==> config.mk <==
export PLATFORM = sky130hd
export DESIGN_NAME = i2cee_slave
export DESIGN_NICKNAME = d
export VERILOG_FILES = /design/src/rtl/i2cee_pkg.sv /design/src/rtl/i2cee_edge.sv /design/src/rtl/i2cee_rom.sv /design/src/rtl/i2cee_seq.sv /design/src/rtl/i2cee_slave.sv
export SDC_FILE = /design/constraint.sdc
export NUM_CORES = 1
export LEC_CHECK = 0
export BUFFER_PORTS_ARGS = -buffer_cell sky130_fd_sc_hd__buf_2
export CORE_MARGIN = 5
export CORE_UTILIZATION = 58
export DETAILED_ROUTE_END_ITERATION = 7
export GPL_ROUTABILITY_DRIVEN = 0
export PLACE_DENSITY = 0.89
export SETUP_SLACK_MARGIN = 0.05
export SLEW_MARGIN = 20
export SYNTH_ARGS = -nofsm -noshare
export SYNTH_HDL_FRONTEND = slang
export SYNTH_HIERARCHICAL = 1
export SYNTH_SLANG_ARGS = --single-unit
==> constraint.sdc <==
create_clock -name clk -period 2.5 [get_ports clk]
set_clock_uncertainty 0.15 [all_clocks]
set_input_delay 0.375 -clock clk [delete_from_list [all_inputs] [get_ports clk]]
set_output_delay 0.375 -clock clk [all_outputs]
set_load 0.05 [all_outputs]
==> src/rtl/i2cee_pkg.sv <==
package i2cee_pkg;
  localparam int BYTE_W    = 8;
  localparam int MAX_BYTES = 256;
  localparam int TICK_W    = 5;
  localparam int CMD_END   = BYTE_W + 1;
  localparam int ADR_END   = 2 * BYTE_W + 1;

  typedef struct packed {
    logic start;
    logic stop;
    logic rise;
    logic steady;
  } bus_ev_t;

  function automatic logic [MAX_BYTES*BYTE_W-1:0] fill_pattern(
    input logic [BYTE_W-1:0] mul,
    input logic [BYTE_W-1:0] ofs
  );
    logic [MAX_BYTES*BYTE_W-1:0] v;
    v = '0;
    for (int i = 0; i < MAX_BYTES; i++) begin
      v[i*BYTE_W +: BYTE_W] = BYTE_W'(i * int'(mul) + int'(ofs));
    end
    return v;
  endfunction
endpackage

==> src/rtl/i2cee_edge.sv <==
module i2cee_edge
  import i2cee_pkg::*;
(
  input  logic    scl_q,
  input  logic    sda_q,
  input  logic    scl_in,
  input  logic    sda_in,
  output bus_ev_t ev
);
  logic both_high;

  always_comb begin
    both_high = scl_q & scl_in;
    ev.start  = both_high & sda_q & ~sda_in;
    ev.stop   = both_high & ~sda_q & sda_in;
    ev.rise   = ~scl_q & scl_in;
    ev.steady = (sda_q == sda_in);
  end
endmodule

==> src/rtl/i2cee_rom.sv <==
module i2cee_rom
  import i2cee_pkg::*;
#(
  parameter int DEPTH = 256,
  parameter logic [MAX_BYTES*BYTE_W-1:0] INIT = fill_pattern(8'd29, 8'd90)
) (
  input  logic [BYTE_W-1:0] addr,
  output logic [BYTE_W-1:0] data
);
  localparam int AW = $clog2(DEPTH);

  generate
    if (AW >= BYTE_W) begin : g_full
      always_comb data = INIT[addr*BYTE_W +: BYTE_W];
    end else begin : g_part
      logic [AW-1:0] idx;
      always_comb begin
        idx  = addr[AW-1:0];
        data = INIT[idx*BYTE_W +: BYTE_W];
      end
    end
  endgenerate
endmodule

==> src/rtl/i2cee_seq.sv <==
module i2cee_seq
  import i2cee_pkg::*;
(
  input  logic              clk,
  input  logic              rst_n,
  input  logic              smp_vld,
  input  logic              scl_in,
  input  logic              sda_in,
  input  bus_ev_t           ev,
  input  logic [BYTE_W-1:0] rom_data,
  output logic [BYTE_W-1:0] fetch_addr,
  output logic              scl_q,
  output logic              sda_q,
  output logic [TICK_W-1:0] tick_q,
  output logic              ack_q,
  output logic [BYTE_W-1:0] cmd_q
);
  localparam logic [TICK_W-1:0] T_ONE  = TICK_W'(1);
  localparam logic [TICK_W-1:0] T_CEND = TICK_W'(CMD_END);
  localparam logic [TICK_W-1:0] T_AEND = TICK_W'(ADR_END);

  logic [BYTE_W-1:0] addr_q, data_q;
  logic [BYTE_W-1:0] addr_d, data_d, cmd_d;
  logic [TICK_W-1:0] tick_d;
  logic              scl_d, sda_d, ack_d;
  logic              idle;

  assign fetch_addr = {addr_q[BYTE_W-2:0], sda_in};
  assign idle       = (tick_q == '0) && !ack_q;

  always_comb begin
    scl_d  = scl_in;
    sda_d  = sda_in;
    tick_d = tick_q;
    ack_d  = ack_q;
    cmd_d  = cmd_q;
    addr_d = addr_q;
    data_d = data_q;
    if (ev.start || ev.stop) begin
      if (ev.start) begin
        tick_d = T_ONE;
        cmd_d  = '0;
      end
    end else if (idle) begin
      tick_d = tick_q;
    end else if (ev.rise) begin
      if (ack_q) begin
        sda_d = 1'b0;
        ack_d = 1'b0;
      end else if (ev.steady) begin
        if (tick_q < T_CEND) begin
          cmd_d  = {cmd_q[BYTE_W-2:0], sda_in};
          tick_d = tick_q + T_ONE;
          if (tick_q == T_CEND - T_ONE) ack_d = 1'b1;
        end else if (tick_q < T_AEND) begin
          if (cmd_q[0]) sda_d = data_q[BYTE_W-1];
          addr_d = fetch_addr;
          data_d = data_q << 1;
          tick_d = tick_q + T_ONE;
          if (tick_q == T_AEND - T_ONE) begin
            data_d = rom_data;
            ack_d  = 1'b1;
            tick_d = '0;
          end
        end else begin
          sda_d = 1'b0;
        end
      end
    end
  end

  always_ff @(posedge clk or negedge rst_n) begin
    if (!rst_n) begin
      scl_q  <= 1'b1;
      sda_q  <= 1'b1;
      tick_q <= '0;
      ack_q  <= 1'b0;
      cmd_q  <= '0;
      addr_q <= '0;
      data_q <= '0;
    end else if (smp_vld) begin
      scl_q  <= scl_d;
      sda_q  <= sda_d;
      tick_q <= tick_d;
      ack_q  <= ack_d;
      cmd_q  <= cmd_d;
      addr_q <= addr_d;
      data_q <= data_d;
    end
  end
endmodule

==> src/rtl/i2cee_slave.sv <==
module i2cee_slave
  import i2cee_pkg::*;
#(
  parameter int DEPTH = 256,
  parameter logic [MAX_BYTES*BYTE_W-1:0] INIT = fill_pattern(8'd29, 8'd90)
) (
  input  logic clk,
  input  logic rst_n,
  input  logic smp_vld,
  input  logic smp_scl,
  input  logic smp_sda,
  output logic sda_rb
);
  bus_ev_t           ev;
  logic              scl_q, sda_q_w, ack_q;
  logic [TICK_W-1:0] tick_q;
  logic [BYTE_W-1:0] cmd_q, fetch_addr, rom_data;

  i2cee_edge u_edge (
    .scl_q  (scl_q),
    .sda_q  (sda_q_w),
    .scl_in (smp_scl),
    .sda_in (smp_sda),
    .ev     (ev)
  );

  i2cee_rom #(.DEPTH(DEPTH), .INIT(INIT)) u_rom (
    .addr (fetch_addr),
    .data (rom_data)
  );

  i2cee_seq u_seq (
    .clk        (clk),
    .rst_n      (rst_n),
    .smp_vld    (smp_vld),
    .scl_in     (smp_scl),
    .sda_in     (smp_sda),
    .ev         (ev),
    .rom_data   (rom_data),
    .fetch_addr (fetch_addr),
    .scl_q      (scl_q),
    .sda_q      (sda_q_w),
    .tick_q     (tick_q),
    .ack_q      (ack_q),
    .cmd_q      (cmd_q)
  );

  assign sda_rb = sda_q_w;
endmodule

==> results of run 1 <==
-- stage by stage --
| step | hold WS, ns | instance area (um^2) |
|---|---|---|
| after global routing | 0.2358 | 2766 |
| final | 0.2228 | 2766 |
| after CTS | 0.2180 | 2741 |
| after floorplan | -0.07059 | 2447 |
| after global placement | 0.2407 | 2570 |
| after detailed placement | 0.2575 | 2570 |
-- worst register-to-register path, stage by stage (launching register included) --
cell and delay [ns]:
dfrtp_2 0.46, ha_1 0.26, buf_4 0.16, nor2b_1 0.20, o21ai_0 0.17, a311oi_2 0.37, a2111oi_4 0.12, mux2_4 0.28
mux2_4 0.27
-- timing repair --
action / in CTS / in global routing
hold buffers: 1 / 0
resized for setup: 19 / 4
hold endpoints to repair: 22 / 0
pin swaps: 9 / 4
endpoints found under the setup margin: 2 / 3
buffers inserted: 3 / 0
-- registers in the layout, summed over array words and instances (netlist names) --
signal,cells
u_seq/tick_q,5
u_seq/data_q,8
u_seq/cmd_q,1
u_seq/scl_q,1
u_seq/sda_q,1
u_seq/addr_q,7
u_seq/ack_q,1
-- per-layer routing --
metal	up-vias	global-route usage (%)	wire, um
li1	964	-	-
met1	1031	32.61	2571
met2	132	41.24	3060
met3	41	4.730	590
met4	0	12.45	316
met5	-	0	0
-- final cells by class --
cell class	count	share of cell area, %
tap	50	2.261
sequential	24	21.98
multi-input combinational	191	62.91
inverter	11	1.673
timing repair buffer	36	9.543
clock buffer	4	1.628
-- report_power, final --
part           total [mW]  switching (mW)  leakage (nW)  internal (mW)
sequential          0.582           0.120         0.296          0.462
combinational        1.28           0.650         0.807          0.635
clock               0.242           0.128        0.0228          0.114
total                2.11           0.898          1.13           1.21
-- path summary, 6_finish.rpt --
path                                                  start                     endpoint  slack, ns  cells past startpoint
worst max-delay path            u_seq/addr_q[0]$_DFFE_PN0P_  u_seq/data_q[7]$_DFFE_PN0P_      -0.05                      8
worst min-delay path                                smp_scl      u_seq/scl_q$_DFFE_PN1P_       0.22                      2
worst max register to register  u_seq/addr_q[0]$_DFFE_PN0P_  u_seq/data_q[7]$_DFFE_PN0P_      -0.05                      8
worst min register to register  u_seq/data_q[3]$_DFFE_PN0P_  u_seq/data_q[3]$_DFFE_PN0P_       0.36                      1
max in group asynchronous                             rst_n  u_seq/addr_q[3]$_DFFE_PN0P_       1.31                      2
min in group asynchronous                             rst_n  u_seq/addr_q[1]$_DFFE_PN0P_       0.48                      2
==> results.sh, run 1 <==
export IMPL_syn_nets=268
export IMPL_slew_violations=0
export IMPL_cp_arrival_ns=2.56
export IMPL_die_w_um=74.36
export IMPL_max_stage_delay_ns=0.46
export IMPL_cts_buffer_depth=2
export IMPL_fp_dieH_um=74.36
export IMPL_ys_warn_count=6
export IMPL_drv_cap=0
export IMPL_end_kind="flop"
export IMPL_antenna_cells=0
export IMPL_multi_input_area_um2=1740
export IMPL_layout_commonest_cell="buf_4"
export IMPL_min_period_ns=2.546
export IMPL_drtIter0Drc=258
export IMPL_insertion_delay_ns=0.27
export IMPL_mostFrequentLayoutCells="29 x buf_4, 18 x dfrtp_1, 17 x nand2_1, 15 x o21ai_0, 13 x mux2_2"
export IMPL_antenna_left=0
export IMPL_worst_pin_slew_ns=0.7261
export IMPL_crit_fanout=4
export IMPL_initial_utilization_pct=60.06
export IMPL_pre_cts_ws_ns=-0.1533
export IMPL_syn_area_per_cell_um2=9.571
export IMPL_setup_slack_ns=-0.04622
export IMPL_hold_viol=0
export IMPL_total_power_mw=2.109
export IMPL_setup_viol=1
export IMPL_period_share_pct=101.8
export IMPL_rows=23
export IMPL_io_buffers=5
export IMPL_worstSetupStartpointType="flop"
export IMPL_final_cells=316
export IMPL_synthesis_area_um2=2402
export IMPL_critical_path_top_delay_family="compound AO/OA/AOI/OAI gates"
export IMPL_p_per_area_nw_per_um2=762.4
export IMPL_grt_max_degree=25
export IMPL_required_ns=2.51
export IMPL_cts_tree="done"
export IMPL_relSlewSlack_pct=51.36
export IMPL_peakVddDrop_v=0.0004341
export IMPL_critPathSlowestCell="dfrtp_2"
export IMPL_cts_sinks=24
export IMPL_tns_ns=-0.04622
export IMPL_antenna_found_initial=0
export IMPL_place_hpwl_um=4099
export IMPL_dr_pass1_iters=8
export IMPL_cts_made_buffers=3
export IMPL_root_buffer="clkbuf_8"
export IMPL_status="finished with violations"
export IMPL_grt_pass1_wl_um=10660
export IMPL_regArea_um2=608.1
export IMPL_fillCellCount=278
export IMPL_route_detailed_drc=1
export IMPL_min_path_type="input pin to flop"
export IMPL_dieArea_um2=5529
export IMPL_rsz0062_at_grt="true"
export IMPL_grtUsageTotal_pct=25.42
export IMPL_nets=284
export IMPL_criticalPathCategory="flop to flop"
export IMPL_via_count=2168
export IMPL_cp_cell_sequence="ha_1, buf_4, nor2b_1, o21ai_0, a311oi_2, a2111oi_4, mux2_4, mux2_4"
export IMPL_critical_path_buf_inv_count=1
export IMPL_io_pins=6
export IMPL_leakagePower_nw=1.126
export IMPL_dp_cells=308
export IMPL_coreArea_um2=4000
export IMPL_cts_max_level=1
export IMPL_final_util_pct=69.16
export IMPL_crit_top_cell="mux2_4"
export IMPL_grt_overflow=0
export IMPL_drive_gt1_share_pct=41.35
export IMPL_violations="DRC, setup timing"
export IMPL_fmax_ghz=0.3927
export IMPL_syn_instance_count=251
export IMPL_clkTransAtPathRegs_ns=0.09
export IMPL_viasPerCell=6.861
export IMPL_totalWireLength_um=6539
export IMPL_area_delta_synth_final_pct=15.16
export IMPL_avgRoutedWirePerCell_um=20.69
export IMPL_grt_pass1_vias=2130
(Power assumes the default switching activity.)
==> run 2, diff against run 1 <==
--- a/config.mk
+++ b/config.mk
@@ -10,6 +10,7 @@
 export CORE_UTILIZATION = 58
 export DETAILED_ROUTE_END_ITERATION = 7
 export GPL_ROUTABILITY_DRIVEN = 0
+export GPL_TIMING_DRIVEN = 0
 export PLACE_DENSITY = 0.89
 export SETUP_SLACK_MARGIN = 0.05
 export SLEW_MARGIN = 20
==> run 2 against run 1 <==
  * Wire length fell by 8.7%
  * Maximum frequency fell by 2.4%
  * Sequential share of layout area fell by 0.15 points
  * The run ends with setup timing left
  * Critical endpoint unchanged
  * Critical path depth rose by 1
  * Hold slack improved by 0.0013 ns
  * Clock power rose by 7%
  * Combinational power fell by 4%
  * First-iteration DRC count fell by 38%
==> results.sh, run 2 (synthesized netlist as in run 1, its figures left out) <==
export IMPL_relSlewSlack_pct=64.26
export IMPL_dr_pass1_iters=5
export IMPL_setup_viol=2
export IMPL_cts_made_buffers=3
export IMPL_via_count=2142
export IMPL_cts_sinks=24
export IMPL_end_kind="flop"
export IMPL_cp_arrival_ns=2.61
export IMPL_fmax_ghz=0.3835
export IMPL_p_per_area_nw_per_um2=733.5
export IMPL_crit_top_cell="a2111oi_2"
export IMPL_avgRoutedWirePerCell_um=18.37
export IMPL_top_regs="u_seq/data_q x8, u_seq/addr_q x7, u_seq/tick_q x5"
export IMPL_peakVddDrop_v=0.0004884
export IMPL_criticalPathCategory="flop to flop"
export IMPL_viasPerCell=6.591
export IMPL_antenna_left=0
export IMPL_cp_cell_sequence="clkinv_4, ha_4, nor2b_1, o311a_1, a2111oi_2, a311o_1, a2111oi_2, mux2_2, mux2_4"
export IMPL_reg2reg_slack_ns=-0.11
export IMPL_min_period_ns=2.608
export IMPL_grtUsageTotal_pct=21.97
export IMPL_cts_max_level=1
export IMPL_grt_pass1_vias=1992
export IMPL_status="finished with violations"
export IMPL_initial_utilization_pct=60.06
export IMPL_regMostFlops="u_seq/data_q"
export IMPL_required_ns=2.50
export IMPL_worstSetupStartpointType="flop"
export IMPL_clkTransAtPathRegs_ns=0.08
export IMPL_setup_slack_ns=-0.1078
export IMPL_grt_pass1_wl_um=9563
export IMPL_critical_path_buf_inv_count=1
export IMPL_max_stage_delay_ns=0.45
export IMPL_cts_buffer_depth=2
export IMPL_die_w_um=74.36
export IMPL_period_share_pct=104.3
export IMPL_drive_gt1_share_pct=39.27
export IMPL_cts_tree="done"
export IMPL_largest_reg_flops=8
export IMPL_route_detailed_drc=0
export IMPL_drtIter0Drc=159
export IMPL_antenna_cells=0
export IMPL_hold_viol=0
export IMPL_insertion_delay_ns=0.26
export IMPL_final_util_pct=69.50
export IMPL_drv_cap=0
export IMPL_grt_overflow=0
export IMPL_io_buffers=4
export IMPL_grt_max_degree=25
export IMPL_critPathSlowestCell="dfrtp_2"
export IMPL_fillCellCount=289
export IMPL_antenna_found_initial=0
export IMPL_crit_fanout=6
export IMPL_critical_path_top_delay_family="compound AO/OA/AOI/OAI gates"
export IMPL_rows=23
export IMPL_leakagePower_nw=1.172
export IMPL_totalWireLength_um=5971
export IMPL_nets=293
export IMPL_root_buffer="clkbuf_8"
export IMPL_violations="setup timing"
export IMPL_place_hpwl_um=4026
export IMPL_total_power_mw=2.039
export IMPL_io_pins=6
export IMPL_mostFrequentLayoutCells="19 x nand2_1, 19 x dfrtp_1, 17 x buf_4, 15 x o21ai_0"
export IMPL_fp_dieH_um=74.36
export IMPL_min_path_type="input pin to flop"
export IMPL_slew_violations=0
export IMPL_area_delta_synth_final_pct=15.73
export IMPL_rsz0062_at_grt="true"
export IMPL_dieArea_um2=5529
export IMPL_worst_pin_slew_ns=0.5360
export IMPL_coreArea_um2=4000
run 2: cell types whose count changed in the layout (fill, tap and decap cells not counted), sizes merged:
cell / delta
buf: +5
clkbuf: +4
inv: -1
clkinv: +1
run 2: path summary, 6_finish.rpt:
check	depth (start not counted)	from	to
max in group asynchronous	2	rst_n	u_seq/addr_q[2]$_DFFE_PN0P_
worst max-delay path	9	u_seq/addr_q[0]$_DFFE_PN0P_	u_seq/data_q[7]$_DFFE_PN0P_
worst min register to register	1	u_seq/data_q[1]$_DFFE_PN0P_	u_seq/data_q[1]$_DFFE_PN0P_
worst min-delay path	2	smp_scl	u_seq/scl_q$_DFFE_PN1P_
worst max register to register	9	u_seq/addr_q[0]$_DFFE_PN0P_	u_seq/data_q[7]$_DFFE_PN0P_
min in group asynchronous	2	rst_n	u_seq/ack_q$_DFFE_PN0P_
run 2: worst register-to-register path: stages (launching register included):
cell and delay (ns):
dfrtp_2 0.45, clkinv_4 0.12, ha_4 0.20, nor2b_1 0.15, o311a_1 0.33, a2111oi_2 0.29
a311o_1 0.19, a2111oi_2 0.06, mux2_2 0.28, mux2_4 0.27
run 2: cell type report:
class | count | area (um^2) | area share [%]
Tap cell | 50 | 62.56 | 2.250
Timing Repair Buffer | 21 | 145.1 | 5.221
Inverter | 11 | 51.30 | 1.845
Multi-Input combinational cell | 191 | 1688 | 60.71
Clock buffer | 4 | 55.05 | 1.980
Sequential cell | 24 | 606.8 | 21.83
Buffer | 24 | 171.4 | 6.166
run 2: timing repair:
item,in CTS,in global routing
setup buffers,5,9
setup endpoints to repair,3,8
gates resized for setup,9,9
endpoints found under the hold margin,22,0
cloned,0,2
hold buffers,1,0
pin swaps,0,4
run 2: stage by stage:
| stage | setup slack [ns] | hold slack, ns | instance area [um^2] | std cells | setup TNS, ns |
|---|---|---|---|---|---|
| finish | -0.1078 | 0.2241 | 2780 | 325 | -0.1701 |
| global route | -0.2258 | 0.2394 | 2780 | 325 | -0.2946 |
| CTS | -0.04385 | 0.2203 | 2659 | 314 | -0.04385 |
| detailed placement | -0.3464 | 0.2358 | 2530 | 305 | -0.8956 |
| global placement | -0.3408 | 0.2300 | 2530 | 305 | -0.8158 |
| floorplan | 0.05547 | -0.07059 | 2447 | 251 | 0 |
run 2: per-layer routing:
metal  wire [um]  global-route usage [%]  vias up
li1            -                       -      976
met1        2671                   30.42     1066
met2        2947                   36.71       90
met3         302                   3.378       10
met4          50                   4.348        0
met5           0                       0        -
run 2: where the power goes:
part           internal (mW)  switching, mW
clock network          0.140          0.120
registers              0.463         0.0837
logic                  0.604          0.628
total                   1.21          0.831
